### src/rtl/cblk_pkg.sv
package cblk_pkg;
  localparam int NCAUSE = 3;
  typedef enum logic [1:0] {CAUSE_MQ = 2'd0, CAUSE_WB = 2'd1, CAUSE_TGT = 2'd2} cause_e;
  typedef enum logic [1:0] {BUS_MQ = 2'd0, BUS_WB = 2'd1, BUS_PF = 2'd2, BUS_NONE = 2'd3} bus_cause_e;
endpackage

### src/rtl/cblk_occ.sv
module cblk_occ #(
  parameter int DEPTH = 4
) (
  input  logic clk_i,
  input  logic rst_ni,
  input  logic alloc_i,
  input  logic mark_i,
  output logic alloc_ok_o,
  output logic alloc_err_o,
  output logic set_full_o,
  output logic clr_full_o
);
  localparam int OW = $clog2(DEPTH + 1);
  localparam logic [OW-1:0] FULLV = OW'(DEPTH);

  logic [OW-1:0] occ_q, occ_d;
  logic full_now, dec;

  assign full_now    = (occ_q == FULLV);
  assign alloc_ok_o  = alloc_i & ~full_now;
  assign alloc_err_o = alloc_i & full_now;
  assign dec         = mark_i & (occ_q != '0);
  assign occ_d       = occ_q + OW'(alloc_ok_o) - OW'(dec);
  assign set_full_o  = alloc_ok_o & (occ_d == FULLV);
  // release only on a full -> not-full transition
  assign clr_full_o  = dec & full_now & (occ_d != FULLV);

  always_ff @(posedge clk_i or negedge rst_ni) begin
    if (!rst_ni) occ_q <= '0;
    else         occ_q <= occ_d;
  end
endmodule

### src/rtl/cblk_sat_acc.sv
module cblk_sat_acc #(
  parameter int W  = 8,
  parameter int IW = 16
) (
  input  logic          clk_i,
  input  logic          rst_ni,
  input  logic          en_i,
  input  logic [IW-1:0] inc_i,
  output logic [W-1:0]  cnt_o
);
  localparam int SW = ((IW > W) ? IW : W) + 1;
  localparam logic [SW-1:0] MAXV = {{(SW-W){1'b0}}, {W{1'b1}}};

  logic [W-1:0]  cnt_q;
  logic [SW-1:0] sum;

  assign sum   = SW'(cnt_q) + SW'(inc_i);
  assign cnt_o = cnt_q;

  always_ff @(posedge clk_i or negedge rst_ni) begin
    if (!rst_ni)   cnt_q <= '0;
    else if (en_i) cnt_q <= (sum > MAXV) ? W'(MAXV) : W'(sum);
  end
endmodule

### src/rtl/cblk_mask.sv
module cblk_mask
  import cblk_pkg::*;
#(
  parameter int CNT_W = 8,
  parameter int CYC_W = 16
) (
  input  logic                    clk_i,
  input  logic                    rst_ni,
  input  logic [NCAUSE-1:0]       set_i,
  input  logic [NCAUSE-1:0]       clr_i,
  input  logic                    req_valid_i,
  output logic [NCAUSE-1:0]       mask_o,
  output logic                    accept_o,
  output logic                    retry_o,
  output logic [NCAUSE*CNT_W-1:0] evt_cnt_o,
  output logic [NCAUSE*CNT_W-1:0] blk_cyc_o
);
  logic [NCAUSE-1:0] mask_q, mask_d;
  logic [CYC_W-1:0]  cyc_q, start_q, elapsed;
  logic going_busy, going_free, refused;
  logic pend_q, retry_q, accept_q;

  // clear wins over set for the same cause
  assign mask_d     = (mask_q | set_i) & ~clr_i;
  assign going_busy = (mask_q == '0) & (mask_d != '0);
  assign going_free = (mask_q != '0) & (mask_d == '0);
  assign refused    = req_valid_i & (mask_q != '0);
  assign elapsed    = cyc_q - start_q;

  always_ff @(posedge clk_i or negedge rst_ni) begin
    if (!rst_ni) begin
      mask_q   <= '0;
      cyc_q    <= '0;
      start_q  <= '0;
      pend_q   <= 1'b0;
      retry_q  <= 1'b0;
      accept_q <= 1'b1;
    end else begin
      mask_q   <= mask_d;
      cyc_q    <= cyc_q + 1'b1;
      accept_q <= (mask_d == '0);
      retry_q  <= going_free & (pend_q | refused);
      if (going_busy) start_q <= cyc_q;
      if (going_free)   pend_q <= 1'b0;
      else if (refused) pend_q <= 1'b1;
    end
  end

  assign mask_o   = mask_q;
  assign accept_o = accept_q;
  assign retry_o  = retry_q;

  for (genvar i = 0; i < NCAUSE; i++) begin : g_cause
    cblk_sat_acc #(.W(CNT_W), .IW(1)) u_evt (
      .clk_i (clk_i),
      .rst_ni(rst_ni),
      .en_i  (going_busy & mask_d[i]),
      .inc_i (1'b1),
      .cnt_o (evt_cnt_o[i*CNT_W +: CNT_W])
    );
    cblk_sat_acc #(.W(CNT_W), .IW(CYC_W)) u_cyc (
      .clk_i (clk_i),
      .rst_ni(rst_ni),
      .en_i  (going_free & clr_i[i] & mask_q[i]),
      .inc_i (elapsed),
      .cnt_o (blk_cyc_o[i*CNT_W +: CNT_W])
    );
  end
endmodule

### src/rtl/cache_block_ctrl.sv
module cache_block_ctrl
  import cblk_pkg::*;
#(
  parameter int MQ_DEPTH  = 4,
  parameter int WB_DEPTH  = 2,
  parameter int ADDR_W    = 16,
  parameter int BLK_BYTES = 16,
  parameter int ORD_W     = 8,
  parameter int CNT_W     = 8,
  parameter int CYC_W     = 16
) (
  input  logic                    clk_i,
  input  logic                    rst_ni,
  input  logic                    mq_alloc_i,
  input  logic [ADDR_W-1:0]       mq_addr_i,
  input  logic                    mq_bus_i,
  input  logic                    mq_mark_i,
  input  logic                    wb_alloc_i,
  input  logic [ADDR_W-1:0]       wb_addr_i,
  input  logic                    wb_bus_i,
  input  logic                    wb_mark_i,
  input  logic                    pf_bus_i,
  input  logic                    tgt_set_i,
  input  logic                    tgt_clr_i,
  input  logic                    cpu_req_i,
  output logic                    cpu_accept_o,
  output logic                    cpu_retry_o,
  output logic [2:0]              blocked_o,
  output logic [ADDR_W-1:0]       mq_blk_addr_o,
  output logic [ADDR_W-1:0]       wb_blk_addr_o,
  output logic [ORD_W-1:0]        mq_order_o,
  output logic [ORD_W-1:0]        wb_order_o,
  output logic [1:0]              alloc_err_o,
  output logic                    bus_req_o,
  output logic [1:0]              bus_cause_o,
  output logic [3*CNT_W-1:0]      evt_cnt_o,
  output logic [3*CNT_W-1:0]      blk_cyc_o
);
  localparam logic [ADDR_W-1:0] ALIGN_MASK = ~ADDR_W'(BLK_BYTES - 1);

  logic mq_ok, wb_ok;
  logic [NCAUSE-1:0] set_v, clr_v;
  logic [ORD_W-1:0] order_q;
  logic bus_req_q;
  bus_cause_e bus_cause_q, bus_cause_d;

  cblk_occ #(.DEPTH(MQ_DEPTH)) u_mq_occ (
    .clk_i      (clk_i),
    .rst_ni     (rst_ni),
    .alloc_i    (mq_alloc_i),
    .mark_i     (mq_mark_i),
    .alloc_ok_o (mq_ok),
    .alloc_err_o(alloc_err_o[0]),
    .set_full_o (set_v[CAUSE_MQ]),
    .clr_full_o (clr_v[CAUSE_MQ])
  );

  cblk_occ #(.DEPTH(WB_DEPTH)) u_wb_occ (
    .clk_i      (clk_i),
    .rst_ni     (rst_ni),
    .alloc_i    (wb_alloc_i),
    .mark_i     (wb_mark_i),
    .alloc_ok_o (wb_ok),
    .alloc_err_o(alloc_err_o[1]),
    .set_full_o (set_v[CAUSE_WB]),
    .clr_full_o (clr_v[CAUSE_WB])
  );

  assign set_v[CAUSE_TGT] = tgt_set_i;
  assign clr_v[CAUSE_TGT] = tgt_clr_i;

  cblk_mask #(.CNT_W(CNT_W), .CYC_W(CYC_W)) u_mask (
    .clk_i      (clk_i),
    .rst_ni     (rst_ni),
    .set_i      (set_v),
    .clr_i      (clr_v),
    .req_valid_i(cpu_req_i),
    .mask_o     (blocked_o),
    .accept_o   (cpu_accept_o),
    .retry_o    (cpu_retry_o),
    .evt_cnt_o  (evt_cnt_o),
    .blk_cyc_o  (blk_cyc_o)
  );

  assign mq_blk_addr_o = mq_addr_i & ALIGN_MASK;
  assign wb_blk_addr_o = wb_addr_i & ALIGN_MASK;
  // miss queue takes the lower number when both allocate together
  assign mq_order_o    = order_q;
  assign wb_order_o    = order_q + ORD_W'(mq_ok);

  always_comb begin
    if (mq_ok & mq_bus_i)      bus_cause_d = BUS_MQ;
    else if (wb_ok & wb_bus_i) bus_cause_d = BUS_WB;
    else if (pf_bus_i)         bus_cause_d = BUS_PF;
    else                       bus_cause_d = BUS_NONE;
  end

  always_ff @(posedge clk_i or negedge rst_ni) begin
    if (!rst_ni) begin
      order_q     <= '0;
      bus_req_q   <= 1'b0;
      bus_cause_q <= BUS_NONE;
    end else begin
      order_q     <= order_q + ORD_W'(mq_ok) + ORD_W'(wb_ok);
      bus_req_q   <= (bus_cause_d != BUS_NONE);
      bus_cause_q <= bus_cause_d;
    end
  end

  assign bus_req_o   = bus_req_q;
  assign bus_cause_o = bus_cause_q;
endmodule

### config.mk
export PLATFORM = sky130hd
export DESIGN_NAME = cache_block_ctrl
export DESIGN_NICKNAME = d
export VERILOG_FILES = /design/src/rtl/cblk_pkg.sv /design/src/rtl/cblk_occ.sv /design/src/rtl/cblk_sat_acc.sv /design/src/rtl/cblk_mask.sv /design/src/rtl/cache_block_ctrl.sv
export SDC_FILE = /design/constraint.sdc
export NUM_CORES = 1
export LEC_CHECK = 0
export ABC_AREA = 1
export BUFFER_PORTS_ARGS = -buffer_cell sky130_fd_sc_hd__buf_2
export CAP_MARGIN = 30
export CORE_MARGIN = 4
export CORE_UTILIZATION = 30
export DETAILED_ROUTE_END_ITERATION = 10
export SLEW_MARGIN = 0
export SYNTH_ARGS = -nofsm -noshare
export SYNTH_HDL_FRONTEND = slang
export SYNTH_SLANG_ARGS = --single-unit
### constraint.sdc
create_clock -name clk_i -period 3.4 [get_ports clk_i]
set_input_delay 0.34 -clock clk_i [delete_from_list [all_inputs] [get_ports clk_i]]
set_output_delay 0.34 -clock clk_i [all_outputs]
set_load 0.01 [all_outputs]
Word-level counts from Yosys, hierarchy flattened
Index checks and enable logic that the tools add are counted.
- flip-flop bits (word level): 102
- bits of input ports: 44
- output and inout bits: 106
- logic and storage cells: 95
- $add $sub $neg: 14
- order comparisons: 6
- equal/unequal tests: 7
- mux-type cells: 11
- bitwise logic cells: 33
- reductions and logical operators: 7
- operators with widths (kind ; number):
    $add A8 B16 Y17 ; 3
    $gt A17 B8 Y1 const B ; 3
    $mux W8 ; 6
    $add A8 B1 Y9 const B ; 3
    $and A1 B1 Y1 ; 27
    $gt A9 B8 Y1 const B ; 3
    $add A16 B1 Y16 const B ; 1
    $add A8 B1 Y8 ; 2
    $sub A16 B16 Y16 ; 1
    $reduce_bool A3 Y1 ; 3
    $eq A3 B3 Y1 const B ; 2
    $logic_not A3 Y1 ; 2
    $eq A2 B2 Y1 const B ; 2
    $mux W2 ; 2
    $ne A2 B2 Y1 const B ; 2
    $reduce_bool A2 Y1 ; 2
    $add A3 B1 Y3 ; 1
    $and A3 B3 Y3 ; 1
    $mux W1 ; 3
    $ne A3 B3 Y1 const B ; 1
    $not A3 Y3 ; 1
    $or A3 B3 Y3 ; 1
    $sub A3 B1 Y3 ; 1
    $add A2 B1 Y2 ; 1
    other kinds (3) ; 4

Longest topological paths before layout
- word-level depth: 13
- gate-level depth with buffers: 25
- mapped depth without buffers: 25

By module
A second synthesis with hierarchy kept.
- cells, all modules: 1328
- area total of the unflattened synthesis: 8871.0 sq um
- modules (own cells, without submodules) (module ; instances ; cells an instance ; area each (sq um) ; seq. area each (sq um)):
    cblk_mask ; 1 ; 360 ; 2661.3 ; 952.2
    cblk_sat_acc (u_mask.g_cause[1].u_cyc ...) ; 2 ; 191 ; 1128.6 ; 200.2
    cblk_sat_acc (u_mask.g_cause[0].u_evt ...) ; 3 ; 63 ; 456.7 ; 200.2
    cblk_sat_acc (u_mask.g_cause[0].u_cyc) ; 1 ; 214 ; 1218.7 ; 200.2
    cache_block_ctrl ; 1 ; 123 ; 940.9 ; 277.8
    cblk_occ (u_mq_occ) ; 1 ; 32 ; 239.0 ; 75.1
    cblk_occ (u_wb_occ) ; 1 ; 28 ; 183.9 ; 50.0

Worst setup path after synthesis
OpenSTA, ideal clock, no wires.
- kind: flip-flop to flip-flop
- start point: register u_mask.cyc_q[0]
- end point: register u_mask.g_cause[0].u_cyc.cnt_q[0]
- setup time: 0.113 ns
- arrival: 3.122 ns
- required time: 3.287 ns
- slack: 0.165 ns
- stages on the path, launching flop included: 21
- buffers on the path: 0
- clock period less this slack: 3.235 ns
- cell sequence: dfrtp_1 inv_1 ha_1 inv_1 fa_1 nand3_1 nand3_1 xor2_1 ha_1 nand2_1 nand2_1 nand3_1 nand3_1 nand3_1 nand2_4 a21oi_1 nand3_1 nor3_4 nand3_1 nand2_1 inv_1
- longest elaborated chain between the ends: 4
- ends and longest elaborated chain (element ; RTL line ; RTL):
    start: declaration ; cblk_mask.sv:19 ; logic [CYC_W-1:0] cyc_q, start_q, elapsed;
    start signal: assignment ; cblk_mask.sv:40 ; cyc_q <= cyc_q + 1'b1;
    $sub A16 B16 Y16 * ; cblk_mask.sv:28 ; assign elapsed = cyc_q - start_q;
    $add A8 B16 Y17 * ; cblk_sat_acc.sv:17 ; assign sum = SW'(cnt_q) + SW'(inc_i);
    $gt A17 B8 Y1 ; cblk_sat_acc.sv:22 ; else if (en_i) cnt_q <= (sum > MAXV) ? W'(MAXV) : W'(sum);
    $mux W8 * ; cblk_sat_acc.sv:22 ;
    end signal: assignment ; cblk_sat_acc.sv:22 ;
    end: declaration ; cblk_sat_acc.sv:14 ; logic [W-1:0] cnt_q;
Mark *: on every way between the ends. The rest lies on a longest branch, timed or not.
A chain may end at the register's enable or synchronous reset.

Worst setup path in the final report
- start point: register u_mask.cyc_q[0]
- end point: register u_mask.g_cause[0].u_cyc.cnt_q[1]
Same word-level chain as after synthesis.

==> impl_metrics.ini <==
[grt]
grt_pass1_vias = 6956
grt_antenna_before_repair = 0
grtUsageTotal = 0.1319
globalRouteOverflowTotal = 0
grt_pass1_wl_um = 32440
grt_max_degree = 70

[final_layout]
nFillCells = 2806
multi_input_area_sq_mm = 0.004835
finalNetCount = 1363
final_cells = 1594
utilization = 0.3755
drive_gt1_frac = 0.2375
register_area_sq_mm = 0.002556
antenna_cells = 0
syn_to_final_growth_pct = 21.87

[routing]
dr.pass1.iters = 5
drc_errors = 0
drt_iter0_drc = 293
wl_per_cell_um = 12.02
num_vias = 7223
totalWireLength_um = 19160
ant_nets = 0
viasPerCell = 4.531

[cts]
cts_tree = built
cts_buffers = 9
clkSlewWorstSetupHoldPaths_ns = 0.08
htree_levels = 3
cts_sinks = 102
hold_buffers = 0
clock_path_buffers = 2
clk_latency_ns = 0.36
cts_root_buffer = clkbuf_16

[sta]
finalHoldViolations = 0
max_slew_margin = 0.4088
finalClockSkew_ns = 0.01221
tightest_slew_ns = 0.8868
setup_viol = 3
fin_ws_ns = -0.003328
fmax_ghz = 0.2938
rsz0062_at_grt = true
post-route-min-period_ns = 3.403
maxSlewViolCount = 0
fin_hold_ws_ns = 0.08287
period_share = 1.001

[synthesis]
synth-seq-cells = 102
yosys.area.top_type_share = 0.3060
synth_most_common_cell = nand2_1
syn-cell-area_sq_mm = 0.008097
ys.warnings.count = 0
synth.area.top_cells = dfrtp_1 31%, nand2_1 12%, ha_1 9.3%
synth-edff-count = 0
netlist_top_cells_count = 265 x nand2_1, 181 x inv_1, 99 x dfrtp_1
seq_area_frac_synth = 0.3157
synth_area_leader_cell = dfrtp_1
avgSynthCellArea_sq_um = 7.248
synth_cells = 1117
async_reset_ff_frac = 1.000
synthFlopType = dfrtp_1
ys_types = 42

[run]
cap_violations = 0

[pwr]
power.density_mw_per_mm2 = 1008
leakagePower_nw = 5.033
p_total_mw = 9.948
irDropWorstVdd_mv = 0.3924

[floorplanning]
rows = 59
core_sq_mm = 0.02628
dieArea_sq_mm = 0.02968
die_w_um = 172.3
die_h_um = 172.3
start_util = 0.3081
io_pins = 150

[min_path]
hp-class = input pin to async pin

[placement]
port-buffer-count = 85
pre_cts_ws_ns = -0.3216
dp.final_hpwl_um = 15020
gp_congestion = 0.9026
placed_cells = 1567

[setup_path]
crit_path_start_kind = flip-flop
cp.arrival_ns = 3.66
crit_required_ns = 3.65
crit_fanout = 8
worstSetupEndpointType = flip-flop
path_class = flip-flop to flip-flop

[run_status]
status = complete, but fails checks
violations = setup timing
critical path: stages, from the launching register on:
cell and delay (ns):
dfrtp_1 0.39, inv_2 0.09, ha_4 0.14, inv_4 0.04, fa_2 0.41, nand2_2 0.09
nand2_2 0.06, nand3_2 0.07, nand2_2 0.08, xor2_2 0.19, ha_1 0.36, nand2_1 0.08
nor2_1 0.08, nand2_1 0.07, nand3_1 0.09, nand3_1 0.15, nand2_4 0.13, nand3_1 0.09
nand2_1 0.09, nand2_2 0.07, nor3_4 0.22, buf_12 0.15, nand3_1 0.06, nand2_1 0.07
inv_1 0.04
layout make-up:
type,instances,share of cell area
multi-input combinational,791,0.4900
sequential,102,0.2591
timing repair buffer,161,0.1041
inverter,189,0.07215
tap,335,0.04248
clock buffer,9,0.02283
clock inverter,7,0.009384
report_power, final:
| group | internal (mW) | leakage [nW] | switching, mW | total (mW) |
|---|---|---|---|---|
| Combinational | 3.05 | 3.71 | 3.90 | 6.95 |
| Sequential | 1.56 | 1.17 | 0.345 | 1.90 |
| Clock | 0.589 | 0.148 | 0.504 | 1.09 |
kinds of logic after synthesis:
family	synth area share
AND/OR/NAND/NOR	0.3145
buffers and inverters	0.1247
flip-flops	0.3157
AO/OA/AOI/OAI	0.06923
XOR/XNOR	0.07031
adder cells (fa/ha/maj)	0.1051
other	0.0004632
registers in the layout, summed over array words and instances (netlist names), 2 cells and up:
signal	flops
mq_order_o	8
u_mask.g_cause.u_cyc.cnt_o	24
u_mask.mask_o	3
u_wb_occ.occ_q	2
u_mask.start_q	16
u_mask.cyc_q	16
bus_cause_o	2
u_mask.g_cause.u_evt.cnt_o	24
u_mq_occ.occ_q	3
metrics by stage:
stage           TNS [ns]  cell area (sq um)
3_5_place_dp      -6.973               9170
2_1_floorplan          0               8123
4_1_cts                0               9635
6_report       -0.008112               9867
3_3_place_gp      -4.962               9170
5_1_grt           -5.636               9867
cells in the final DEF (no fill, tap or decap), drive strengths merged:
| cell type | synthesis | routed |
|---|---|---|
| clkinvlp | 0 | 2 |
| xnor2 | 13 | 13 |
| o31ai | 1 | 1 |
| buf | 38 | 161 |
| bufinv | 0 | 1 |
| a31oi | 7 | 7 |
| nor4 | 1 | 1 |
| nand3 | 88 | 88 |
| inv | 188 | 190 |
| and2 | 4 | 4 |
| a21oi | 34 | 34 |
| nor3 | 18 | 18 |
| clkinv | 1 | 3 |
| a21o | 4 | 4 |
| ha | 60 | 60 |
| dfrtp | 99 | 99 |
| o21ai | 38 | 38 |
| conb | 1 | 8 |
| dfstp | 3 | 3 |
| nand2 | 292 | 292 |
| nor2 | 109 | 109 |
| nand4 | 28 | 28 |
| or3 | 1 | 1 |
| fa | 5 | 5 |
| or2 | 9 | 9 |
| xor2 | 52 | 52 |
| a22oi | 6 | 6 |
| a21boi | 1 | 1 |
| o21a | 5 | 5 |
| nand3b | 3 | 3 |
| o22ai | 4 | 4 |
| clkbuf | 4 | 9 |
repair_timing:
item                                    4_1_cts  5_1_grt
buffers inserted                              4        7
gates resized for setup                      25       44
pin swaps                                    12       24
endpoints found under the setup margin       24       26
per-layer routing:
layer / GRT usage / wire length (um) / vias to the layer above
li1: - / - / 3767
met5: 0 / 0 / -
met1: 0.1719 / 9094 / 3328
met4: 0.03315 / 291 / 0
met2: 0.2274 / 9045 / 109
met3: 0.02309 / 732 / 19
path summary, 6_finish.rpt:
check	start	to	slack [ns]	depth (start not counted)
min in group clk_i	pf_bus_i	bus_cause_o[0]	0.20	4
hold / removal	rst_ni	u_mask.g_cause[1].u_evt.cnt_o[5]	0.08	1
setup / recovery	u_mask.cyc_q[0]	u_mask.g_cause[0].u_cyc.cnt_o[1]	-0.003	24
max in group asynchronous	rst_ni	u_mask.cyc_q[14]	2.51	2
setup reg to reg	u_mask.cyc_q[0]	u_mask.g_cause[0].u_cyc.cnt_o[1]	-0.003	24
hold reg to reg	u_mask.pend_q	u_mask.pend_q	0.52	2
(Power assumes the default switching activity.)
